### src/rtl/paging_pkg.sv
package paging_pkg;
    localparam int ADDR_W = 32;
    localparam int OFF_W  = 12;
    localparam int LVL_W  = 10;
    localparam int PN_W   = ADDR_W - OFF_W;

    typedef enum logic [1:0] {
        ST_IDLE,
        ST_DIR,
        ST_TBL,
        ST_REPLAY
    } walk_state_e;
endpackage

### src/rtl/xlate_lru.sv
module xlate_lru #(
    parameter int N = 32
) (
    input  logic                 clk,
    input  logic                 rst_n,
    input  logic                 touch_en,
    input  logic [$clog2(N)-1:0] touch_idx,
    input  logic [N-1:0]         valid,
    output logic [$clog2(N)-1:0] victim_idx
);
    localparam int IW = $clog2(N);

    typedef struct packed {
        logic [N-1:0][IW-1:0] age;
    } lru_t;

    lru_t lru_d, lru_q;
    logic [N-1:0] oldest_vec;

    always_comb begin
        lru_d = lru_q;
        if (touch_en) begin
            for (int i = 0; i < N; i++) begin
                if (lru_q.age[i] < lru_q.age[touch_idx]) begin
                    lru_d.age[i] = lru_q.age[i] + IW'(1);
                end
            end
            lru_d.age[touch_idx] = '0;
        end
    end

    always_comb begin
        logic found;
        found      = 1'b0;
        victim_idx = '0;
        for (int i = 0; i < N; i++) begin
            oldest_vec[i] = (lru_q.age[i] == IW'(N - 1));
        end
        for (int i = N - 1; i >= 0; i--) begin
            if (!valid[i]) begin
                victim_idx = IW'(i);
                found      = 1'b1;
            end
        end
        if (!found) begin
            for (int i = 0; i < N; i++) begin
                if (oldest_vec[i]) victim_idx = IW'(i);
            end
        end
    end

    always_ff @(posedge clk) begin
        if (!rst_n) begin
            for (int i = 0; i < N; i++) lru_q.age[i] <= IW'(i);
        end else begin
            lru_q <= lru_d;
        end
    end

    assert_one_oldest_R9: assert property (@(posedge clk) disable iff (!rst_n)
        $onehot(oldest_vec));
endmodule

### src/rtl/xlate_tlb.sv
module xlate_tlb #(
    parameter int N    = 32,
    parameter int PN_W = 20
) (
    input  logic                 clk,
    input  logic                 rst_n,
    input  logic                 flush,
    input  logic [PN_W-1:0]      look_vpn,
    output logic                 hit,
    output logic [$clog2(N)-1:0] hit_idx,
    output logic [PN_W-1:0]      hit_pfn,
    input  logic                 fill_en,
    input  logic [$clog2(N)-1:0] fill_idx,
    input  logic [PN_W-1:0]      fill_vpn,
    input  logic [PN_W-1:0]      fill_pfn,
    output logic [N-1:0]         valid_o
);
    localparam int IW = $clog2(N);

    typedef struct packed {
        logic [N-1:0]           valid;
        logic [N-1:0][PN_W-1:0] vpn;
        logic [N-1:0][PN_W-1:0] pfn;
    } tlb_t;

    tlb_t tlb_d, tlb_q;
    logic [N-1:0] match;

    for (genvar g = 0; g < N; g++) begin : g_cmp
        assign match[g] = tlb_q.valid[g] && (tlb_q.vpn[g] == look_vpn);
    end

    always_comb begin
        hit     = |match;
        hit_idx = '0;
        hit_pfn = '0;
        for (int i = 0; i < N; i++) begin
            if (match[i]) begin
                hit_idx = IW'(i);
                hit_pfn = tlb_q.pfn[i];
            end
        end
    end

    always_comb begin
        tlb_d = tlb_q;
        if (flush) begin
            tlb_d.valid = '0;
        end else if (fill_en) begin
            tlb_d.valid[fill_idx] = 1'b1;
            tlb_d.vpn[fill_idx]   = fill_vpn;
            tlb_d.pfn[fill_idx]   = fill_pfn;
        end
    end

    always_ff @(posedge clk) begin
        if (!rst_n) tlb_q <= '0;
        else        tlb_q <= tlb_d;
    end

    assign valid_o = tlb_q.valid;

    assert_unique_match_R8: assert property (@(posedge clk) disable iff (!rst_n)
        $onehot0(match));
    assert_flush_empties_R10: assert property (@(posedge clk) disable iff (!rst_n)
        flush |=> (valid_o == '0));
endmodule

### src/rtl/xlate_ctrl.sv
module xlate_ctrl
    import paging_pkg::*;
#(
    parameter int N = 32
) (
    input  logic                 clk,
    input  logic                 rst_n,
    input  logic                 paging_en,
    input  logic [ADDR_W-1:0]    dir_base,
    input  logic                 req_valid,
    output logic                 req_ready,
    input  logic [ADDR_W-1:0]    req_laddr,
    output logic                 rsp_valid,
    output logic [ADDR_W-1:0]    rsp_paddr,
    output logic                 rsp_fault,
    output logic                 mem_rd_valid,
    output logic [ADDR_W-1:0]    mem_rd_addr,
    input  logic                 mem_rsp_valid,
    input  logic [ADDR_W-1:0]    mem_rsp_data,
    output logic [PN_W-1:0]      look_vpn,
    input  logic                 tlb_hit,
    input  logic [$clog2(N)-1:0] tlb_hit_idx,
    input  logic [PN_W-1:0]      tlb_hit_pfn,
    input  logic [$clog2(N)-1:0] victim_idx,
    output logic                 fill_en,
    output logic [$clog2(N)-1:0] fill_idx,
    output logic [PN_W-1:0]      fill_vpn,
    output logic [PN_W-1:0]      fill_pfn,
    output logic                 touch_en,
    output logic [$clog2(N)-1:0] touch_idx
);
    typedef struct packed {
        walk_state_e        state;
        logic [ADDR_W-1:0]  laddr;
        logic [PN_W-1:0]    pde_pfn;
        logic               rsp_valid;
        logic               rsp_fault;
        logic [ADDR_W-1:0]  rsp_paddr;
    } ctl_t;

    ctl_t c_d, c_q;
    logic unused_bits;
    assign unused_bits = ^{dir_base[OFF_W-1:0], mem_rsp_data[OFF_W-1:1]};

    always_comb begin
        c_d           = c_q;
        c_d.rsp_valid = 1'b0;
        c_d.rsp_fault = 1'b0;
        mem_rd_valid  = 1'b0;
        mem_rd_addr   = '0;
        fill_en       = 1'b0;
        fill_idx      = victim_idx;
        fill_vpn      = c_q.laddr[ADDR_W-1:OFF_W];
        fill_pfn      = mem_rsp_data[ADDR_W-1:OFF_W];
        touch_en      = 1'b0;
        touch_idx     = tlb_hit_idx;
        req_ready     = (c_q.state == ST_IDLE);
        look_vpn      = (c_q.state == ST_IDLE) ? req_laddr[ADDR_W-1:OFF_W]
                                               : c_q.laddr[ADDR_W-1:OFF_W];
        case (c_q.state)
            ST_IDLE: begin
                if (req_valid) begin
                    c_d.laddr = req_laddr;
                    if (!paging_en) begin
                        c_d.rsp_valid = 1'b1;
                        c_d.rsp_paddr = req_laddr;
                    end else if (tlb_hit) begin
                        c_d.rsp_valid = 1'b1;
                        c_d.rsp_paddr = {tlb_hit_pfn, req_laddr[OFF_W-1:0]};
                        touch_en      = 1'b1;
                    end else begin
                        c_d.state = ST_DIR;
                    end
                end
            end
            ST_DIR: begin
                mem_rd_valid = 1'b1;
                mem_rd_addr  = {dir_base[ADDR_W-1:OFF_W],
                                c_q.laddr[ADDR_W-1:ADDR_W-LVL_W], 2'b00};
                if (mem_rsp_valid) begin
                    if (mem_rsp_data[0]) begin
                        c_d.pde_pfn = mem_rsp_data[ADDR_W-1:OFF_W];
                        c_d.state   = ST_TBL;
                    end else begin
                        c_d.rsp_valid = 1'b1;
                        c_d.rsp_fault = 1'b1;
                        c_d.rsp_paddr = '0;
                        c_d.state     = ST_IDLE;
                    end
                end
            end
            ST_TBL: begin
                mem_rd_valid = 1'b1;
                mem_rd_addr  = {c_q.pde_pfn, c_q.laddr[OFF_W+LVL_W-1:OFF_W], 2'b00};
                if (mem_rsp_valid) begin
                    if (mem_rsp_data[0]) begin
                        fill_en   = 1'b1;
                        touch_en  = 1'b1;
                        touch_idx = victim_idx;
                        c_d.state = ST_REPLAY;
                    end else begin
                        c_d.rsp_valid = 1'b1;
                        c_d.rsp_fault = 1'b1;
                        c_d.rsp_paddr = '0;
                        c_d.state     = ST_IDLE;
                    end
                end
            end
            ST_REPLAY: begin
                if (tlb_hit) begin
                    c_d.rsp_valid = 1'b1;
                    c_d.rsp_paddr = {tlb_hit_pfn, c_q.laddr[OFF_W-1:0]};
                    touch_en      = 1'b1;
                    c_d.state     = ST_IDLE;
                end else begin
                    c_d.state = ST_DIR;
                end
            end
            default: c_d.state = ST_IDLE;
        endcase
    end

    always_ff @(posedge clk) begin
        if (!rst_n) begin
            c_q       <= '0;
            c_q.state <= ST_IDLE;
        end else begin
            c_q <= c_d;
        end
    end

    assign rsp_valid = c_q.rsp_valid;
    assign rsp_fault = c_q.rsp_fault;
    assign rsp_paddr = c_q.rsp_paddr;

    assert_bypass_R7: assert property (@(posedge clk) disable iff (!rst_n)
        (req_valid && req_ready && !paging_en) |=>
            (rsp_valid && !rsp_fault && rsp_paddr == $past(req_laddr)));
    assert_hit_next_R2: assert property (@(posedge clk) disable iff (!rst_n)
        (req_valid && req_ready && paging_en && tlb_hit) |=> (rsp_valid && !rsp_fault));
    assert_fault_zero_R5: assert property (@(posedge clk) disable iff (!rst_n)
        (rsp_valid && rsp_fault) |-> (rsp_paddr == '0));
    assert_offset_kept_R1: assert property (@(posedge clk) disable iff (!rst_n)
        (rsp_valid && !rsp_fault) |-> (rsp_paddr[OFF_W-1:0] == c_q.laddr[OFF_W-1:0]));
    assert_read_held_R12: assert property (@(posedge clk) disable iff (!rst_n)
        (mem_rd_valid && !mem_rsp_valid) |=> (mem_rd_valid && $stable(mem_rd_addr)));
    assert_busy_R12: assert property (@(posedge clk) disable iff (!rst_n)
        mem_rd_valid |-> !req_ready);
endmodule

### src/rtl/paging_xlate_unit.sv
module paging_xlate_unit
    import paging_pkg::*;
#(
    parameter int TLB_ENTRIES = 32
) (
    input  logic              clk,
    input  logic              rst_n,
    input  logic              paging_en,
    input  logic [31:0]       dir_base,
    input  logic              flush,
    input  logic              req_valid,
    output logic              req_ready,
    input  logic [31:0]       req_laddr,
    output logic              rsp_valid,
    output logic [31:0]       rsp_paddr,
    output logic              rsp_fault,
    output logic              mem_rd_valid,
    output logic [31:0]       mem_rd_addr,
    input  logic              mem_rsp_valid,
    input  logic [31:0]       mem_rsp_data
);
    localparam int IW = $clog2(TLB_ENTRIES);

    logic [PN_W-1:0]        look_vpn, hit_pfn, fill_vpn, fill_pfn;
    logic                   hit, fill_en, touch_en;
    logic [IW-1:0]          hit_idx, fill_idx, touch_idx, victim_idx;
    logic [TLB_ENTRIES-1:0] valid;

    xlate_ctrl #(.N(TLB_ENTRIES)) u_ctrl (
        .clk(clk), .rst_n(rst_n), .paging_en(paging_en), .dir_base(dir_base),
        .req_valid(req_valid), .req_ready(req_ready), .req_laddr(req_laddr),
        .rsp_valid(rsp_valid), .rsp_paddr(rsp_paddr), .rsp_fault(rsp_fault),
        .mem_rd_valid(mem_rd_valid), .mem_rd_addr(mem_rd_addr),
        .mem_rsp_valid(mem_rsp_valid), .mem_rsp_data(mem_rsp_data),
        .look_vpn(look_vpn), .tlb_hit(hit), .tlb_hit_idx(hit_idx),
        .tlb_hit_pfn(hit_pfn), .victim_idx(victim_idx),
        .fill_en(fill_en), .fill_idx(fill_idx), .fill_vpn(fill_vpn),
        .fill_pfn(fill_pfn), .touch_en(touch_en), .touch_idx(touch_idx)
    );

    xlate_tlb #(.N(TLB_ENTRIES), .PN_W(PN_W)) u_tlb (
        .clk(clk), .rst_n(rst_n), .flush(flush), .look_vpn(look_vpn),
        .hit(hit), .hit_idx(hit_idx), .hit_pfn(hit_pfn),
        .fill_en(fill_en), .fill_idx(fill_idx), .fill_vpn(fill_vpn),
        .fill_pfn(fill_pfn), .valid_o(valid)
    );

    xlate_lru #(.N(TLB_ENTRIES)) u_lru (
        .clk(clk), .rst_n(rst_n), .touch_en(touch_en), .touch_idx(touch_idx),
        .valid(valid), .victim_idx(victim_idx)
    );
endmodule

### config.mk
export PLATFORM = sky130hd
export DESIGN_NAME = paging_xlate_unit
export DESIGN_NICKNAME = d
export VERILOG_FILES = /design/src/rtl/paging_pkg.sv /design/src/rtl/xlate_lru.sv /design/src/rtl/xlate_tlb.sv /design/src/rtl/xlate_ctrl.sv /design/src/rtl/paging_xlate_unit.sv
export SDC_FILE = /design/constraint.sdc
export NUM_CORES = 2
export LEC_CHECK = 0
export ABC_AREA = 1
export ABC_CLOCK_PERIOD_IN_PS = 12220
export BUFFER_PORTS_ARGS = -buffer_cell sky130_fd_sc_hd__buf_2
export CELL_PAD_IN_SITES_DETAIL_PLACEMENT = 1
export CELL_PAD_IN_SITES_GLOBAL_PLACEMENT = 1
export CORE_UTILIZATION = 35
export DETAILED_ROUTE_END_ITERATION = 12
export GPL_TIMING_DRIVEN = 1
export PLACE_DENSITY_LB_ADDON = 0.1
export SYNTH_ARGS = -nofsm -noshare
export SYNTH_HDL_FRONTEND = slang
export SYNTH_HIERARCHICAL = 1
export SYNTH_SLANG_ARGS = --single-unit
### constraint.sdc
create_clock -name clk -period 12.22 [get_ports clk]
set_input_delay 2.444 -clock clk [delete_from_list [all_inputs] [get_ports clk]]
set_output_delay 2.444 -clock clk [all_outputs]
set_load 0.05 [all_outputs]
## Word level (Yosys, flattened, before mapping)

Cells that the tools add are included.

- Add/sub/neg operators: 32
- Magnitude comparators: 36
- Equality and inequality tests: 74
- Muxes and demuxes: 268
- Bitwise gates (word level): 5
- Reductions and logical operators: 43

Operator list:

| cell | number |
|---|---|
| 640-bit bitwise mux | 2 |
| 5-bit two-way mux | 150 |
| 20-bit two-way mux | 34 |
| 20-bit equality test | 32 |
| 5-bit by 1-bit adder with 5-bit output, second input constant | 32 |
| 160-bit bitwise AND | 1 |
| 5-bit equality test, second input constant | 32 |
| 5-bit less-than comparator | 32 |
| 160-bit inverter | 1 |
| 34-bit two-way mux | 4 |
| 32-bit two-way mux | 4 |
| 32-bit case mux with 4 select lines | 1 |
| 20-bit demux with 5-bit select | 1 |
| 32-bit case mux with 2 select lines | 1 |
| 1-bit two-way mux | 44 |
| 1-bit logical AND | 34 |
| 4-bit two-way mux | 8 |
| 32-bit OR | 1 |
| 32-bit OR reduction | 1 |
| 5-bit binary-select mux with 5-bit select | 1 |
| 5-bit demux with 5-bit select | 1 |
| 2-bit two-way mux | 8 |
| 5-bit by 6-bit less-than comparator with 1-bit output, second input constant | 2 |
| 3-bit two-way mux | 4 |
| other kinds (16) | 27 |

- Bits in registers: 1560
- Input bits: 102

## Logic depth before layout (Yosys ltp)

- Depth after elaboration: 74
- Gate-level depth with buffers: 83
- Gate-level depth less buffers: 80

## Modules after synthesis

The synthesis kept the hierarchy.

By module, submodules not included:

| module | instances | cells each | area an instance (µm²) | seq. area each (µm²) |
|---|---|---|---|---|
| xlate_tlb | 1 | 8546 | 60185.2 | 26265.2 |
| xlate_lru | 1 | 1862 | 13018.7 | 3203.1 |
| xlate_ctrl | 1 | 826 | 5286.3 | 1761.7 |

## Worst setup path before layout

No wires, ideal clock.

- Path type: input-to-reg
- Start: input port req_laddr[28]
- End: register u_lru/lru_q[58] (netlist bit)
- Setup time: 120 ps
- Arrival: 9174 ps
- Required time: 12100 ps
- Setup slack: 2926 ps
- Stages: 36
- Path buffers: 7
- Cells stage by stage: nand2_1 > o21ai_0 > buf_2 > buf_4 > buf_2 > xor2_1 > a221oi_1 > o2111ai_1 > nor4_1 > nand4_1 > nor2_1 > clkbuf_1 > buf_2 > nor2_1 > nand2_1 > nand2_1 > mux2_2 > inv_1 > nor2_1 > inv_1 > clkbuf_1 > clkbuf_1 > o22ai_1 > o21ai_0 > nand4_1 > nor2_1 > ha_1 > a21oi_1 > nor2_1 > a211oi_1 > nand2_1 > nor2_1 > nand3_1 > o21ai_0 > a21oi_1 > a211o_1

- Cells in the longest elaborated chain, start to end: 43

RTL lines:

| what | line | RTL |
|---|---|---|
| start, declared | paging_xlate_unit.sv:13 | `input logic [31:0] req_laddr,` |
| 20-bit two-way mux (*) | xlate_ctrl.sv:58 | `look_vpn = (c_q.state == ST_IDLE) ? req_laddr[ADDR_W-1:OFF_W]` |
| named net look_vpn[16] | paging_xlate_unit.sv:24 | `logic [PN_W-1:0] look_vpn, hit_pfn, fill_vpn, fill_pfn;` |
| 20-bit equality test | xlate_tlb.sv:30 | `assign match[g] = tlb_q.valid[g] && (tlb_q.vpn[g] == look_vpn);` |
| 1-bit logical AND | xlate_tlb.sv:30 |  |
| 1-bit two-way mux | xlate_tlb.sv:38 | `if (match[i]) begin` |
| 2-bit two-way mux (2 in series) | xlate_tlb.sv:38 |  |
| 3-bit two-way mux (4 in series) | xlate_tlb.sv:38 |  |
| 4-bit two-way mux (8 in series) | xlate_tlb.sv:38 |  |
| [... 16 more ...] | - |  |
| named net hit_idx[0] | paging_xlate_unit.sv:26 | `logic [IW-1:0] hit_idx, fill_idx, touch_idx, victim_idx;` |
| [... 2 more ...] | - |  |
| 5-bit two-way mux (*) | xlate_ctrl.sv:60 | `case (c_q.state)` |
| named net touch_idx[0] | paging_xlate_unit.sv:26 |  |
| 5-bit binary-select mux with 5-bit select, or another cell as far along | xlate_lru.sv:24 | `if (lru_q.age[i] < lru_q.age[touch_idx]) begin` |
| 5-bit two-way mux (not written as such) / 1-bit logical AND (equally long branches) | xlate_lru.sv:24, xlate_lru.sv:28 |  |
| 5-bit less-than comparator / 5-bit two-way mux (equally long branches) | xlate_lru.sv:24, xlate_lru.sv:28 |  |
| 5-bit two-way mux / 5-bit demux with 5-bit select (equally long branches) | - |  |
| 5-bit two-way mux / 160-bit inverter (equally long branches) | - |  |
| 160-bit bitwise AND (no source line) (*) | - |  |
| end signal, assigned | xlate_lru.sv:56 | `lru_q <= lru_d;` |
| end, declared | xlate_lru.sv:17 | `lru_t lru_d, lru_q;` |

The timed path passes the listed nets; every way through them passes the cells marked *. The select of a mux whose other input is x is not followed.
A chain may end at the register's enable or synchronous reset.

## Worst setup path after layout

- Start: input port req_laddr[29]
- End: register u_lru/lru_q[13] (netlist bit)

The elaborated chain is that of the path after synthesis.

==> out/metrics.csv <==
stage,metric,value,unit
sta,report.final.slew_viol_count,0,
setup_path,reg2reg_setup_slack,1780,ps
logic_synthesis,synth.distinct_cells,65,
global_routing,grt_max_degree,235,
clock_tree,cts_setup_buffers,0,
setup_path,timing.critical_path.mode_cell,nand2_1,
setup_path,crit_type,input pin to register,
setup_path,reg2reg_depth,48,
setup_path,cp.required,12960,ps
layout,fillCellCount,27842,
route,routed_wl,338000,um
logic_synthesis,synth_cells,11234,
hold_path,hold_depth,2,
clock_tree,cts_root_buf,clkbuf_16,
setup_path,crit_arrival,11380,ps
power_and_ir_drop,power_frac_seq,33.4,%
setup_path,reg2reg_to,u_lru/lru_q[13],
sta,period_share,87.0,%
power_and_ir_drop,p_comb_share,30.1,%
power_and_ir_drop,internal_power,9.71,mW
logic_synthesis,synth_area_per_cell,6.99,sq um
clock_tree,cts_tree,built,
sta,setup_tns,0,ps
sta,finalWorstSetupSlack,1580,ps
placed_design,pre_cts_ws,774,ps
floorplanning,fp.dieArea,226000,sq um
layout,fin_util,39.1,%
placed_design,gp_congestion,0.895,
hold_path,hp-class,register to register,
logic_synthesis,synth-seq-cells,1560,
clock_tree,htreeDepth,4,
logic_synthesis,ys_seq_area_share,39.8,%
floorplanning,rows,173,
floorplanning,die_x,476,um
power_and_ir_drop,p_per_area,184,nW/um^2
global_routing,track_usage,29.2,%
floorplanning,initial_core_util,35.3,%
layout,area_growth,10.8,%
sta,period_needed,10640,ps
logic_synthesis,synth_area,78500,sq um
power_and_ir_drop,leakage,34.9,nW
layout,drive_above_1_share,7.67,%
setup_path,worstSetupEndpointType,register,
global_routing,grt_pass1_vias,77035,
layout,stdcell_count,13994,
sta,max_slew_margin,14.3,%
setup_path,r2r_start,u_ctrl/c_q[87],
route,drt_iter0_markers,5694,
sta,rsz0062_at_grt,false,
setup_path,crit_fanout,42,
clock_tree,postCtsHoldBufs,0,
clock_tree,ctsResizeCount,0,
power_and_ir_drop,p_switching,6.25,mW
logic_synthesis,ys.flop_type,dfxtp_1,
placed_design,dpl-instance-area,80700,sq um
floorplanning,die_y,476,um
setup_path,critPathLaunchType,input pin,
power_and_ir_drop,pwr-share-clk,36.5,%
sta,final_hold_viol_count,0,
global_routing,antenna_found_initial,21,
route,avgViaCountPerCell,5.52,
route,via_count,77207,
logic_synthesis,yosysWarningCount,6,
sta,whs,444,ps
global_routing,grt_pass1_wl,500000,um
clock_tree,clk_latency,870,ps
run,maxCapViolCount,0,
global_routing,grt_overflow,0,
setup_path,cpPeakStageDelay,650,ps
route,postRouteAntennaNets,0,
sta,tightest_slew,1280,ps
sta,fmax,94.0,MHz
logic_synthesis,synth-edff-count,0,
layout,layout.nets,11163,
logic_synthesis,synthArstFlopShare,0,%
clock_tree,cts.path.max_buffers,3,
floorplanning,ioPinCount,170,
run_status,outcome,"complete, no violations",
hold_path,hold_path_startpoint,u_tlb/tlb_q[379],
placed_design,portBuffers,144,
sta,fin_worst_skew,33.0,ps
clock_tree,numCtsBuffers,189,
clock_tree,clk_pin_slew,60,ps
route,wl_per_cell,24.2,um
power_and_ir_drop,finalPower,16.0,mW
power_and_ir_drop,ir_drop,0.170,mV
power_and_ir_drop,switching_share,39.2,%
placed_design,dp.cells,13646,
floorplanning,core_area,223000,sq um
route,dr.pass1.iters,5,
sta,setup_viol,0,
hold_path,min_to,u_tlb/tlb_q[379],
placed_design,dp_hpwl,218000,um
clock_tree,cts_num_sinks,1560,
layout,design_area,87000,sq um
setup_path,critical_path.slowest_cell,inv_2,
route,drcViolationCount,0,
==> cells in the mapped netlist (23+ instances only) <==
cell	n	share of area (%)
a21o_1	23	0.22
o211ai_1	72	0.69
ha_1	199	3.2
buf_2	101	0.64
o22ai_1	258	2.1
a21oi_1	1093	7.0
nor4_1	73	0.58
buf_1	65	0.31
xnor2_1	81	0.90
o221ai_1	39	0.44
inv_2	33	0.16
nor3_1	59	0.38
xor2_1	143	1.6
o21ai_0	1612	10
a221oi_1	164	1.8
nand2_1	1488	7.1
dfxtp_1	1560	40
clkbuf_1	578	2.8
a211oi_1	39	0.37
nor2_1	1829	8.7
o21ai_1	40	0.26
nand3_1	181	1.2
buf_6	43	0.62
inv_1	1048	5.0
nand4_1	52	0.41
buf_4	152	1.5
==> critical path: cells and delay by family <==
| kind | cells | cell delay [ps] |
|---|---|---|
| compound gates | 9 | 2120 |
| mux | 1 | 430 |
| simple gates | 29 | 4000 |
| buf+inv | 8 | 1830 |
| xor+xnor | 1 | 160 |
| fa+ha+maj | 1 | 290 |
==> kinds of logic (layout without fill, tap and decap cells) <==
family	count (synthesis)	in the layout	share of synthesized area, %
compound gates	3441	3441	24.2
xor+xnor	224	224	2.50
fa+ha+maj	199	199	3.17
buf+inv	2045	1821	11.1
flops	1560	1560	39.8
mux	6	6	0.0845
other cells	1	10	0.00478
simple gates	3758	3758	19.1
==> layout by cell type (no fill, tap or decap), types with 39 or more instances in the layout <==
cell type / count
nor2_1: 1811
o21ai_0: 1598
dfxtp_1: 1540
nand2_1: 1481
a21oi_1: 1093
inv_1: 1040
o22ai_1: 258
buf_4: 223
ha_1: 197
clkbuf_16: 193
nand3_1: 167
a221oi_1: 164
buf_2: 143
xor2_1: 143
xnor2_1: 81
nor4_1: 73
o211ai_1: 72
nor3_1: 59
nand4_1: 52
clkbuf_1: 45
clkbuf_8: 44
o21ai_1: 40
a211oi_1: 39
o221ai_1: 39
==> registers in the layout, summed over array words and instances (netlist names) <==
register          flops
u_ctrl/c_q           34
u_ctrl/fill_vpn      20
u_ctrl/rsp_fault      1
u_ctrl/rsp_paddr     32
u_ctrl/rsp_valid      1
u_lru/lru_q         160
u_tlb/tlb_q        1280
u_tlb/valid_o        32
==> layer usage <==
layer / share of wire (%) / track usage, %
met2: 48 / 49.9
met5: 0.014 / 0
met3: 4.6 / 3.57
met4: 5.0 / 13.5
met1: 42 / 36.3
==> power by group through the flow <==
stage                     clock (mW)  combinational, mW  sequential [mW]
after floorplan                    0               2.75             5.40
after global placement             0               4.68             5.44
after detailed placement           0               4.72             5.44
after CTS                       5.94               4.74             5.33
after global routing            6.15               4.95             5.34
final                           5.82               4.81             5.33
==> final cells by class <==
cell class	instances	area [sq um]	area share (%)
sequential	1560	31300	35.9
clock buffer	282	5600	6.44
tap	2975	3720	4.28
multi-input combinational	7630	38800	44.7
clock inverter	58	677	0.778
timing repair buffer	382	2710	3.11
antenna	8	20.0	0.0230
inverter	1099	4130	4.75
==> how the worst max path moves through the flow <==
| stage | startpoint | endpoint | slack, ps |
|---|---|---|---|
| finish | req_laddr[29] | u_lru/lru_q[13] | 1580 |
| global route | req_laddr[17] | u_lru/lru_q[13] | 1270 |
| CTS | req_laddr[17] | u_lru/lru_q[13] | 1650 |
| detailed placement | req_laddr[17] | u_lru/lru_q[153] | 770 |
| global placement | req_laddr[17] | u_lru/lru_q[153] | 860 |
| floorplan | req_laddr[28] | u_lru/lru_q[58] | 2930 |
Note: power is estimated with default switching activity, not from simulation.
